--- config.mk ---
export PLATFORM = sky130hd
export DESIGN_NAME = exp_bus_arbiter
export DESIGN_NICKNAME = d
export VERILOG_FILES = /design/src/rtl/exp_arb_pkg.sv /design/src/rtl/exp_req_count.sv /design/src/rtl/exp_grant_reg.sv /design/src/rtl/exp_jam_dir.sv /design/src/rtl/exp_bus_arbiter.sv
export SDC_FILE = /design/constraint.sdc
export NUM_CORES = 1
export LEC_CHECK = 0
export BUFFER_PORTS_ARGS = -buffer_cell sky130_fd_sc_hd__buf_2
export CELL_PAD_IN_SITES_DETAIL_PLACEMENT = 1
export CELL_PAD_IN_SITES_GLOBAL_PLACEMENT = 1
export CORE_AREA = 2 2 39 41
export DETAILED_ROUTE_END_ITERATION = 8
export DIE_AREA = 0 0 41 43
export PLACE_DENSITY_LB_ADDON = 0.2
export SLEW_MARGIN = 0
export SYNTH_ARGS = -nofsm -noshare
export SYNTH_HDL_FRONTEND = slang
export SYNTH_HIERARCHICAL = 1
export SYNTH_SLANG_ARGS = --single-unit
--- constraint.sdc ---
create_clock -name clk -period 3.9 [get_ports clk]
set_input_delay 0.195 -clock clk [delete_from_list [all_inputs] [get_ports clk]]
set_output_delay 0.195 -clock clk [all_outputs]
set_load 0.02 [all_outputs]
--- src/rtl/exp_arb_pkg.sv ---
package exp_arb_pkg;

  // Direction code for one device's jam line
  typedef enum logic [1:0] {
    JAM_HIZ    = 2'b00,
    JAM_DRIVE  = 2'b01,
    JAM_LISTEN = 2'b10
  } jam_dir_e;

  localparam int unsigned MIN_DEV = 2;
  localparam int unsigned MAX_DEV = 8;

endpackage

--- src/rtl/exp_req_count.sv ---
module exp_req_count #(
  parameter int unsigned N = 4
) (
  input  logic [N-1:0] req,
  output logic         any_req,
  output logic         multi_req
);

  localparam int unsigned CW = $clog2(N + 1);

  logic [CW-1:0] cnt;

  always_comb begin
    cnt = '0;
    for (int i = 0; i < N; i++) begin
      cnt = cnt + CW'(req[i]);
    end
  end

  assign any_req   = (cnt != '0);
  assign multi_req = (cnt > CW'(1));

endmodule

--- src/rtl/exp_grant_reg.sv ---
module exp_grant_reg (
  input  logic clk,
  input  logic rst_n,
  input  logic any_req,
  input  logic multi_req,
  output logic ack,
  output logic col
);

  always_ff @(posedge clk) begin
    if (!rst_n) begin
      ack <= 1'b0;
      col <= 1'b0;
    end else begin
      ack <= any_req;
      col <= multi_req;
    end
  end

endmodule

--- src/rtl/exp_jam_dir.sv ---
module exp_jam_dir
  import exp_arb_pkg::*;
#(
  parameter int unsigned N = 4
) (
  input  logic         ack,
  input  logic [N-1:0] req,
  output logic [N-1:0] jam_oe,
  output logic [N-1:0] jam_ie
);

  for (genvar g = 0; g < N; g++) begin : g_dev
    jam_dir_e dir;

    always_comb begin
      if (!ack)        dir = JAM_HIZ;
      else if (req[g]) dir = JAM_DRIVE;
      else             dir = JAM_LISTEN;
    end

    assign jam_oe[g] = (dir == JAM_DRIVE);
    assign jam_ie[g] = (dir == JAM_LISTEN);
  end

endmodule

--- src/rtl/exp_bus_arbiter.sv ---
module exp_bus_arbiter #(
  parameter int unsigned N = 4
) (
  input  logic         clk,
  input  logic         rst_n,
  input  logic [N-1:0] req,
  output logic         ack,
  output logic         col,
  output logic [N-1:0] jam_oe,
  output logic [N-1:0] jam_ie
);

  logic any_req;
  logic multi_req;

  exp_req_count #(.N(N)) u_count (
    .req       (req),
    .any_req   (any_req),
    .multi_req (multi_req)
  );

  exp_grant_reg u_grant (
    .clk       (clk),
    .rst_n     (rst_n),
    .any_req   (any_req),
    .multi_req (multi_req),
    .ack       (ack),
    .col       (col)
  );

  exp_jam_dir #(.N(N)) u_dir (
    .ack    (ack),
    .req    (req),
    .jam_oe (jam_oe),
    .jam_ie (jam_ie)
  );

endmodule

-- After elaboration in Yosys (flattened, before gate mapping)
Cells that the tools add are included.
- output and inout bits: 10
- register bits after elaboration: 2
- bits of input ports: 6
- logic and storage cells: 23
- equality and inequality tests: 8
- muxes and demuxes: 8
- add/subtract/negate cells: 3
- reduce and logical (&&, ||, !) cells: 1
- order comparisons: 1
- operators with widths (kind ; number):
    2-bit two-way mux ; 8
    2-bit by 1-bit equality test with 1-bit output (second input constant) ; 4
    2-bit equality test (second input constant) ; 4
    3-bit by 1-bit adder with 3-bit output ; 2
    3-bit by 1-bit greater-than comparator with 1-bit output (second input constant) ; 1
    3-bit nonzero test ; 1
    1-bit by 1-bit adder with 2-bit output ; 1

-- Logic depth before layout (Yosys ltp)
Gate-level depths: netlist of run 1.
- word-level depth: 4
- depth in mapped cells: 9
- mapped depth without buffers: 9

-- By module
The synthesis of run 1 kept the hierarchy.
- by module, submodules not included (module ; instances ; sequential area each (um^2) ; area an instance (um^2) ; cells each):
    exp_req_count ; 1 ; 0.0 ; 100.1 ; 13
    exp_jam_dir ; 1 ; 0.0 ; 61.3 ; 8
    exp_grant_reg ; 1 ; 40.0 ; 52.6 ; 4

-- Worst setup path before layout of run 1
No wires, ideal clock.
- kind: input-to-reg
- from: input req[0]
- to: register u_grant.ack
- library setup time: 0.115 ns
- path buffers: 0
- path slack: 2.075 ns
- arrival: 1.710 ns
- stages: 8
- data required time: 3.785 ns
- cells stage by stage: inv_1 fa_1 inv_1 ha_1 inv_1 ha_1 or3_1 and2_1
- word-level cells in the longest chain between the ends: 4
- RTL lines (what ; line ; RTL):
    start: declaration ; exp_bus_arbiter.sv:6 ; input logic [N-1:0] req,
    1-bit by 1-bit adder with 2-bit output ; exp_req_count.sv:16 ; cnt = cnt + CW'(req[i]);
    3-bit by 1-bit adder with 3-bit output (2 in a row) ; exp_req_count.sv:16 ;
    3-bit nonzero test ; exp_req_count.sv:20 ; assign any_req = (cnt != '0);
    named net any_req ; exp_bus_arbiter.sv:13 ; logic any_req;
    end signal: assignment ; exp_grant_reg.sv:15 ; ack <= any_req;
    end: declaration ; exp_grant_reg.sv:6 ; output logic ack,
The timed path passes the listed nets, and every way through them passes these cells.
A chain may end at the register's enable or synchronous reset.

-- Worst setup path after layout of run 1
Same ends and word-level chain as after synthesis.

==> impl_metrics.toml, run 1 <==
[logic_synthesis]
async_flop_share_pct = 0
synth_top_area_share_pct = 18.71
synth_largest_area_cell = "dfxtp_1"
synth_edf_count = 0
ys_seq_elements = 2
synth_cell_type_count = 10
synth_nets = 35
yosysMostFrequentCell = "inv_1"
synth_common_cells = "6 x inv_1, 5 x and2_1, 4 x and2b_2"
yosys_warnings = 6
synth_flop_cell = "dfxtp_1"
yosysSeqAreaShare_pct = 18.71
synth_area_um2 = 214.0
synthCells = 25
synth_area_leaders = "dfxtp_1 19%, ha_1 18%, and2b_2 16%, and2_1 15%, inv_1 11%"
syn_avg_cell_area_um2 = 8.558

[pwr]
intPower_mw = 0.08003
power_frac_comb_pct = 41.2
p_leak_nw = 0.2059
power_switching_mw = 0.04418
switching_share_pct = 35.57
seqPwrFrac_pct = 21.5
peakVddDrop_mv = 0.06536
clockPowerShare_pct = 37.3
p_per_area_nw_per_um2 = 374.6

[clocking]
path_clk_slew_ns = 0.03
ctsResizeCount = 0
clock-sinks = 2
numCtsBuffers = 3
cts_root_buf = "clkbuf_4"
cts_max_level = 1
postCtsSetupRepairBufs = 0
cts_tree = "yes"
cts_hold_buf = 0
cts.path.max_buffers = 2

[layout]
stdcell_count = 59
drive_gt1_share_pct = 53.49
n_antenna_cell = 0
synthToLayoutAreaGrowth_pct = 54.97
final_nets = 55
final_util_pct = 23.96

[hold_path]
hp-class = "in2reg"

[worst_setup_path]
crit_required_ns = 4.01
arrival_ns = 1.90
cp-end-kind = "register"
start_kind = "primary input"
worst-path-max-fanout = 3
crit_type = "in2reg"

[sta]
tightest_slew_ns = 0.2107
finalSetupViolCount = 0
fin_crit_ns = 1.788
fin_crit_sh_pct = 45.85
rsz0062_at_grt = "false"
hold_slack_ns = 0.2008
fmax_mhz = 559.2
hold_viol_final = 0
relSlewSlack_pct = 85.94
finalSetupTns_ns = 0
worst_slack_ns = 2.112
slew_violations = 0

[place]
dp_cells = 56
pre_cts_ws_ns = 1.861
gp_congestion = 0.5142
io_buffers = 15

[detailed_routing]
wl_per_cell_um = 10.64
drt-initial-drc-count = 1
wl_um = 628
final_antenna_net_count = 0
dr.pass1.iters = 2
vias = 222
viasPerCell = 3.763
route.detailed.drc = 0

[global_routing]
first_global_vias = 255
grt.total_usage_pct = 9.629
overflow = 0
antenna_found_initial = 0
grt_max_degree = 10
grt_pass1_wl_um = 979

[floorplanning]
core_area_um2 = 1384
start_util_pct = 15.46
io_pins = 16
die_x_um = 41
die_area_um2 = 1763
fp.dieH_um = 43
num_rows = 14

[flow_run]
drv_cap = 0

[run_status]
status = "complete, no violations"
[power groups by stage]
stage          Combinational [mW]  Clock [mW]  Sequential, mW
2_1_floorplan              0.0304           0          0.0301
6_report                   0.0512      0.0463          0.0267
5_1_grt                    0.0581      0.0496          0.0274
3_5_place_dp               0.0524           0          0.0271
3_3_place_gp               0.0495           0          0.0264
4_1_cts                    0.0527      0.0496          0.0268
[logic make-up after synthesis]
| kind of cell | share of synthesized area, % |
|---|---|
| multiplexers | 4.679 |
| adder cells (fa/ha/maj) | 26.90 |
| buffers and inverters | 10.53 |
| AND/OR/NAND/NOR | 39.18 |
| flip-flops | 18.71 |
[routing by layer]
layer	vias up	GRT usage, %	wire (um)
li1	109	-	-
met1	101	5.449	153
met2	10	18.13	418
met3	2	0	36
met4	0	14.00	19
met5	-	0	0
[critical path, stage by stage]
cell	delay, ns
buf_2	0.10
inv_1	0.05
fa_1	0.53
inv_1	0.04
ha_1	0.19
inv_1	0.06
ha_1	0.23
or3_1	0.36
and2_1	0.14
[flip-flops by register name (all words and copies together), names as in the netlist]
register     count
u_grant/col      1
u_grant/ack      1
[cells in the final DEF (no fill, tap or decap)]
cell / netlist / routed
clkbuf_4: 0 / 3
and2b_2: 4 / 4
fa_1: 1 / 1
and2_2: 1 / 1
and2_1: 5 / 5
nor2_1: 1 / 1
buf_2: 0 / 15
mux2i_1: 1 / 1
ha_1: 3 / 3
or3_1: 1 / 1
dfxtp_1: 2 / 2
inv_1: 6 / 6
[path summary, 6_finish.rpt]
kind	start	end	slack, ns	depth (start not counted)
worst max-delay path	req[0]	u_grant/ack	2.11	9
worst min-delay path	rst_n	u_grant/col	0.20	2
[per-stage QoR]
step	area (um^2)	total power, mW
after CTS	331.6	0.1292
after global placement	309.0	0.07591
after global routing	331.6	0.1350
after detailed placement	309.0	0.07945
final	331.6	0.1242
after floorplan	214.0	0.06055
[layout make-up]
type                            count  area (um^2)
Clock buffer                        3        22.52
Timing Repair Buffer               15        75.07
Multi-Input combinational cell     17        151.4
Fill cell                         176         1052
Tap cell                           16        20.02
Inverter                            6        22.52
Sequential cell                     2        40.04
Note: power is estimated with default switching activity, not from simulation.
==> run 2: changes to the inputs <==
- ABC_AREA: default -> 1
- clock period: 3.9 -> 1.7 ns (I/O delays scaled with it)
==> run 2 against run 1 <==
Effect of this change:
- power rose by 130%
- first-iteration DRC count rose by 100%
- cell area rose by 3.4%
- critical path depth rose by 2
- synthesized cell count rose by 40%
- non-clock buffer count rose by 2
- wire length fell by 19%
- count of clock-buffer cells in the layout did not move
- global-route usage fell by 3.0 points
- final cell count rose by 20%
- sequential share of layout area fell by 0.40 points
- critical endpoint is now u_grant/col
==> impl_metrics.toml, run 2 <==
[run_status]
status = "complete, no violations"

[logic_synthesis]
synth_edf_count = 0
syn_avg_cell_area_um2 = 6.006
yosysSeqAreaShare_pct = 19.05
synth_largest_area_cell = "inv_1"
synth_nets = 45
synth_flop_cell = "dfxtp_1"
synth_area_leaders = "inv_1 23%, dfxtp_1 19%, ha_1 18%, nand2_1 14%, fa_1 9.5%"
synth_top_area_share_pct = 23.21
ys_seq_elements = 2
synthCells = 35
async_flop_share_pct = 0
yosys_warnings = 6
synth_common_cells = "13 x inv_1, 8 x nand2_1, 5 x nor2_1"
synth_cell_type_count = 9
synth_area_um2 = 210.2
yosysMostFrequentCell = "inv_1"

[sta]
rsz0062_at_grt = "false"
fmax_mhz = 677.9
worst_slack_ns = 0.2248
tightest_slew_ns = 0.2126
hold_viol_final = 0
finalSetupViolCount = 0
relSlewSlack_pct = 85.81
fin_crit_sh_pct = 86.78
slew_violations = 0
fin_crit_ns = 1.475

[clocking]
clock-sinks = 2
cts_root_buf = "clkbuf_4"
path_clk_slew_ns = 0.03
ctsResizeCount = 0
cts_tree = "yes"
cts_hold_buf = 0
numCtsBuffers = 3
cts_max_level = 1
cts.path.max_buffers = 2
postCtsSetupRepairBufs = 0

[floorplanning]
fp.dieH_um = 43
start_util_pct = 15.19
num_rows = 14
die_x_um = 41
io_pins = 16
core_area_um2 = 1384
die_area_um2 = 1763

[worst_setup_path]
start_kind = "primary input"
worst-path-max-fanout = 3
slowest_delay_ns = 0.53
crit_required_ns = 1.82
cp-startpoint = "req[0]"
arrival_ns = 1.59
crit_end = "u_grant/col"
cp-end-kind = "register"
crit_type = "in2reg"
cp_common_cell = "inv_1"
path_cells = "buf_2 -> inv_1 -> fa_1 -> inv_1 -> ha_1 -> inv_1 -> ha_1 -> o21ai_0 -> nand2_1 -> nand2_1 -> inv_1"
slowest_stage = "fa_1"

[layout]
top_regs = "u_grant/ack: 1 flops, u_grant/col: 1 flops"
drive_gt1_share_pct = 38.18
synthToLayoutAreaGrowth_pct = 63.10
layout_commonest_cell = "buf_2"
final_nets = 67
n_antenna_cell = 0
final_util_pct = 24.77
final_cell_mix = "15 x buf_2, 13 x inv_1, 8 x nand2_1, 5 x nor2_1"

[detailed_routing]
viasPerCell = 3.549
wl_um = 510
dr.pass1.iters = 2
vias = 252
final_antenna_net_count = 0
wl_per_cell_um = 7.183
drt-initial-drc-count = 2
route.detailed.drc = 0

[global_routing]
grt_pass1_wl_um = 765
overflow = 0
antenna_found_initial = 0
first_global_vias = 204
grt.total_usage_pct = 6.627
grt_max_degree = 7

[hold_path]
hp-class = "in2reg"
hp-start = "rst_n"

[place]
place_hpwl_um = 479.3
gp_congestion = 0.5871
pre_cts_ws_ns = -0.03003
io_buffers = 15

[pwr]
peakVddDrop_mv = 0.2006
p_leak_nw = 0.2558
p_per_area_nw_per_um2 = 830.8

[flow_run]
drv_cap = 0
==> run 2: cell count changes in the layout (fill, tap and decap cells not counted), sizes merged <==
cell	before	now
and2b	4	0
or3	1	0
nor2	1	5
and2	6	0
mux2i	1	0
buf	15	17
inv	6	14
or2	0	1
nand2	0	8
o21ai	0	1
==> run 2: final cells by class <==
cell class	count	area, um^2
Clock buffer	3	22.52
Inverter	14	52.55
Fill cell	186	1041
Multi-Input combinational cell	19	117.6
Sequential cell	2	40.04
Tap cell	16	20.02
Timing Repair Buffer	17	90.09
==> run 2: worst min-delay path by stage <==
stage / endpoint / slack [ns] / depth (start not counted)
after global placement: u_grant/col / 0.29 / 3
after floorplan: u_grant/col / 0.18 / 2
after global routing: u_grant/col / 0.07 / 3
final: u_grant/ack / 0.06 / 3
after CTS: u_grant/col / 0.06 / 3
after detailed placement: u_grant/col / 0.29 / 3
==> run 2: critical path: cells and delay by family <==
family / cells / cell delay [ns]
adders and majority gates: 3 / 0.94
AOI/OAI and AO/OA: 1 / 0.16
and+or+nand+nor: 2 / 0.13
buffers and inverters: 5 / 0.28
==> run 2: per-stage QoR <==
step                cells   TNS, ns  cell area, um^2  power, mW  hold slack (ns)
floorplan              35         0            210.2     0.1404           0.1785
global placement       68  -0.03149            320.3     0.1866           0.2912
detailed placement     68  -0.03003            320.3     0.1869           0.2901
CTS                    71         0            342.8     0.2957          0.05821
global route           71         0            342.8     0.3219          0.07134
finish                 71         0            342.8     0.2848          0.06384
==> run 2: per-layer routing <==
metal  global-route usage [%]  vias up  wire length, um
met5                        0        -                0
met4                    4.000        0                0
met3                    4.188        0               71
met2                    10.00       13              245
met1                    6.431      105              194
li1                         -      134                -
==> run 2: kinds of logic after synthesis <==
family / count (synthesis) / share of synthesized area [%]
AOI/OAI and AO/OA: 1 / 2.379
adders and majority gates: 4 / 27.38
buffers and inverters: 14 / 25.00
DFF: 2 / 19.05
and+or+nand+nor: 14 / 26.19
==> run 2: power by group <==
group / switching (mW) / total [mW] / internal, mW
logic: 0.0749 / 0.121 / 0.0462
registers: 0.00634 / 0.0611 / 0.0548
clock network: 0.0250 / 0.103 / 0.0777
==> run 3: changes to the inputs <==
--- a/config.mk
+++ b/config.mk
@@ -14,2 +14,3 @@
 export DIE_AREA = 0 0 41 43
+export MAX_ROUTING_LAYER = met4
 export PLACE_DENSITY_LB_ADDON = 0.2
--- a/constraint.sdc
+++ b/constraint.sdc
@@ -3,2 +3,2 @@
 set_output_delay 0.085 -clock clk [all_outputs]
-set_load 0.02 [all_outputs]
+set_load 0.05 [all_outputs]
==> run 3 against run 2 <==
Effect of this change:
- global-route usage up 0.16 points
- core utilization stayed put
- cell area did not move
- clock power barely moved
- critical path type unchanged
- sequential cell count stayed put
- combinational power is 45% higher
==> impl_metrics.toml, run 3 (synthesis results as in run 2) <==
[pwr]
p_leak_nw = 0.2558
switching_share_pct = 47.45
peakVddDrop_mv = 0.2259
intPower_mw = 0.1787
power_switching_mw = 0.1614
p_per_area_nw_per_um2 = 991.9
seqPwrFrac_pct = 18.0
clockPowerShare_pct = 30.2
total_power_mw = 0.3401
power_frac_comb_pct = 51.8

[sta]
relSlewSlack_pct = 83.35
fmax_mhz = 677.9
rsz0062_at_grt = "false"
tightest_slew_ns = 0.2515
fin_crit_ns = 1.475
fin_crit_sh_pct = 86.78
slew_violations = 0
finalSetupViolCount = 0
hold_viol_final = 0

[layout]
layout_commonest_cell = "buf_2"
final_util_pct = 24.77
synthToLayoutAreaGrowth_pct = 63.10
final_cell_mix = "15 x buf_2, 13 x inv_1, 8 x nand2_1, 5 x nor2_1"
n_antenna_cell = 0
top_regs = "u_grant/ack: 1 flops, u_grant/col: 1 flops"
stdcell_count = 71
final_nets = 67
drive_gt1_share_pct = 38.18
postLayoutCellArea_um2 = 342.8

[floorplanning]
die_x_um = 41
io_pins = 16
die_area_um2 = 1763
fp.dieH_um = 43
core_area_um2 = 1384
num_rows = 14
start_util_pct = 15.19

[place]
dp_cells = 68
place_hpwl_um = 479.3
placed_cell_area_um2 = 320.3
io_buffers = 15
gp_congestion = 0.5904

[clocking]
clock-sinks = 2
numCtsBuffers = 3
cts_root_buf = "clkbuf_4"
cts_max_level = 1
postCtsSetupRepairBufs = 0
path_clk_slew_ns = 0.03
cts_hold_buf = 0
ctsResizeCount = 0
cts.path.max_buffers = 2
cts_tree = "yes"

[detailed_routing]
wl_per_cell_um = 7.183
drt-initial-drc-count = 2
final_antenna_net_count = 0
dr.pass1.iters = 2
vias = 252
route.detailed.drc = 0
viasPerCell = 3.549
wl_um = 510

[worst_setup_path]
start_kind = "primary input"
crit_type = "in2reg"
cp-end-kind = "register"
crit_required_ns = 1.82
worst-path-max-fanout = 3
cp-startpoint = "req[0]"
arrival_ns = 1.59

[global_routing]
grt_pass1_wl_um = 765
overflow = 0
antenna_found_initial = 0
grt.total_usage_pct = 6.790
first_global_vias = 200
grt_max_degree = 7

[hold_path]
worstHoldPathCells = 3
hp-start = "rst_n"
hp-class = "in2reg"
worstHoldEndpoint = "u_grant/ack"

[flow_run]
drv_cap = 0

[run_status]
status = "complete, no violations"
run 3: critical path, cell delays in order:
cell     delay [ns]
buf_2          0.10
inv_1          0.05
fa_1           0.53
inv_1          0.04
ha_1           0.19
inv_1          0.06
ha_1           0.22
o21ai_0        0.16
nand2_1        0.07
nand2_1        0.06
inv_1          0.03
run 3: metrics by stage:
step	TNS, ns	setup slack [ns]	hold WS, ns
after detailed placement	-0.03003	-0.03003	0.2901
final	0	0.2248	0.06386
after CTS	0	0.2031	0.05821
after global placement	-0.03149	-0.03149	0.2912
after floorplan	0	0.1641	0.1785
after global routing	0	0.07701	0.07137
run 3: power by group through the flow:
stage / combinational [mW] / clock [mW] / sequential, mW
2_1_floorplan: 0.109 / 0 / 0.0866
6_report: 0.176 / 0.103 / 0.0611
5_1_grt: 0.194 / 0.120 / 0.0623
3_3_place_gp: 0.180 / 0 / 0.0616
3_5_place_dp: 0.180 / 0 / 0.0621
4_1_cts: 0.180 / 0.109 / 0.0615
run 3: worst max path at each step:
stage / to / slack (ns)
final: u_grant/col / 0.22
after global routing: u_grant/col / 0.08
after CTS: u_grant/col / 0.20
after detailed placement: u_grant/col / -0.03
after global placement: u_grant/col / -0.03
after floorplan: jam_ie[0] / 0.16
run 3: final cells by class:
class                      instances  area (um^2)
clock buffer                       3        22.52
fill                             186         1041
inverter                          14        52.55
multi-input combinational         19        117.6
sequential                         2        40.04
tap                               16        20.02
timing repair buffer              17        90.09
run 3: per-layer routing:
layer / up-vias / global-route usage (%) / part of all wire (%) / wire, um
met4: 0 / 4.000 / 0 / 0
met3: 0 / 3.665 / 13 / 64
li1: 134 / - / - / -
met1: 105 / 6.752 / 39 / 201
met2: 13 / 10.00 / 48 / 245
met5: - / - / 0 / 0
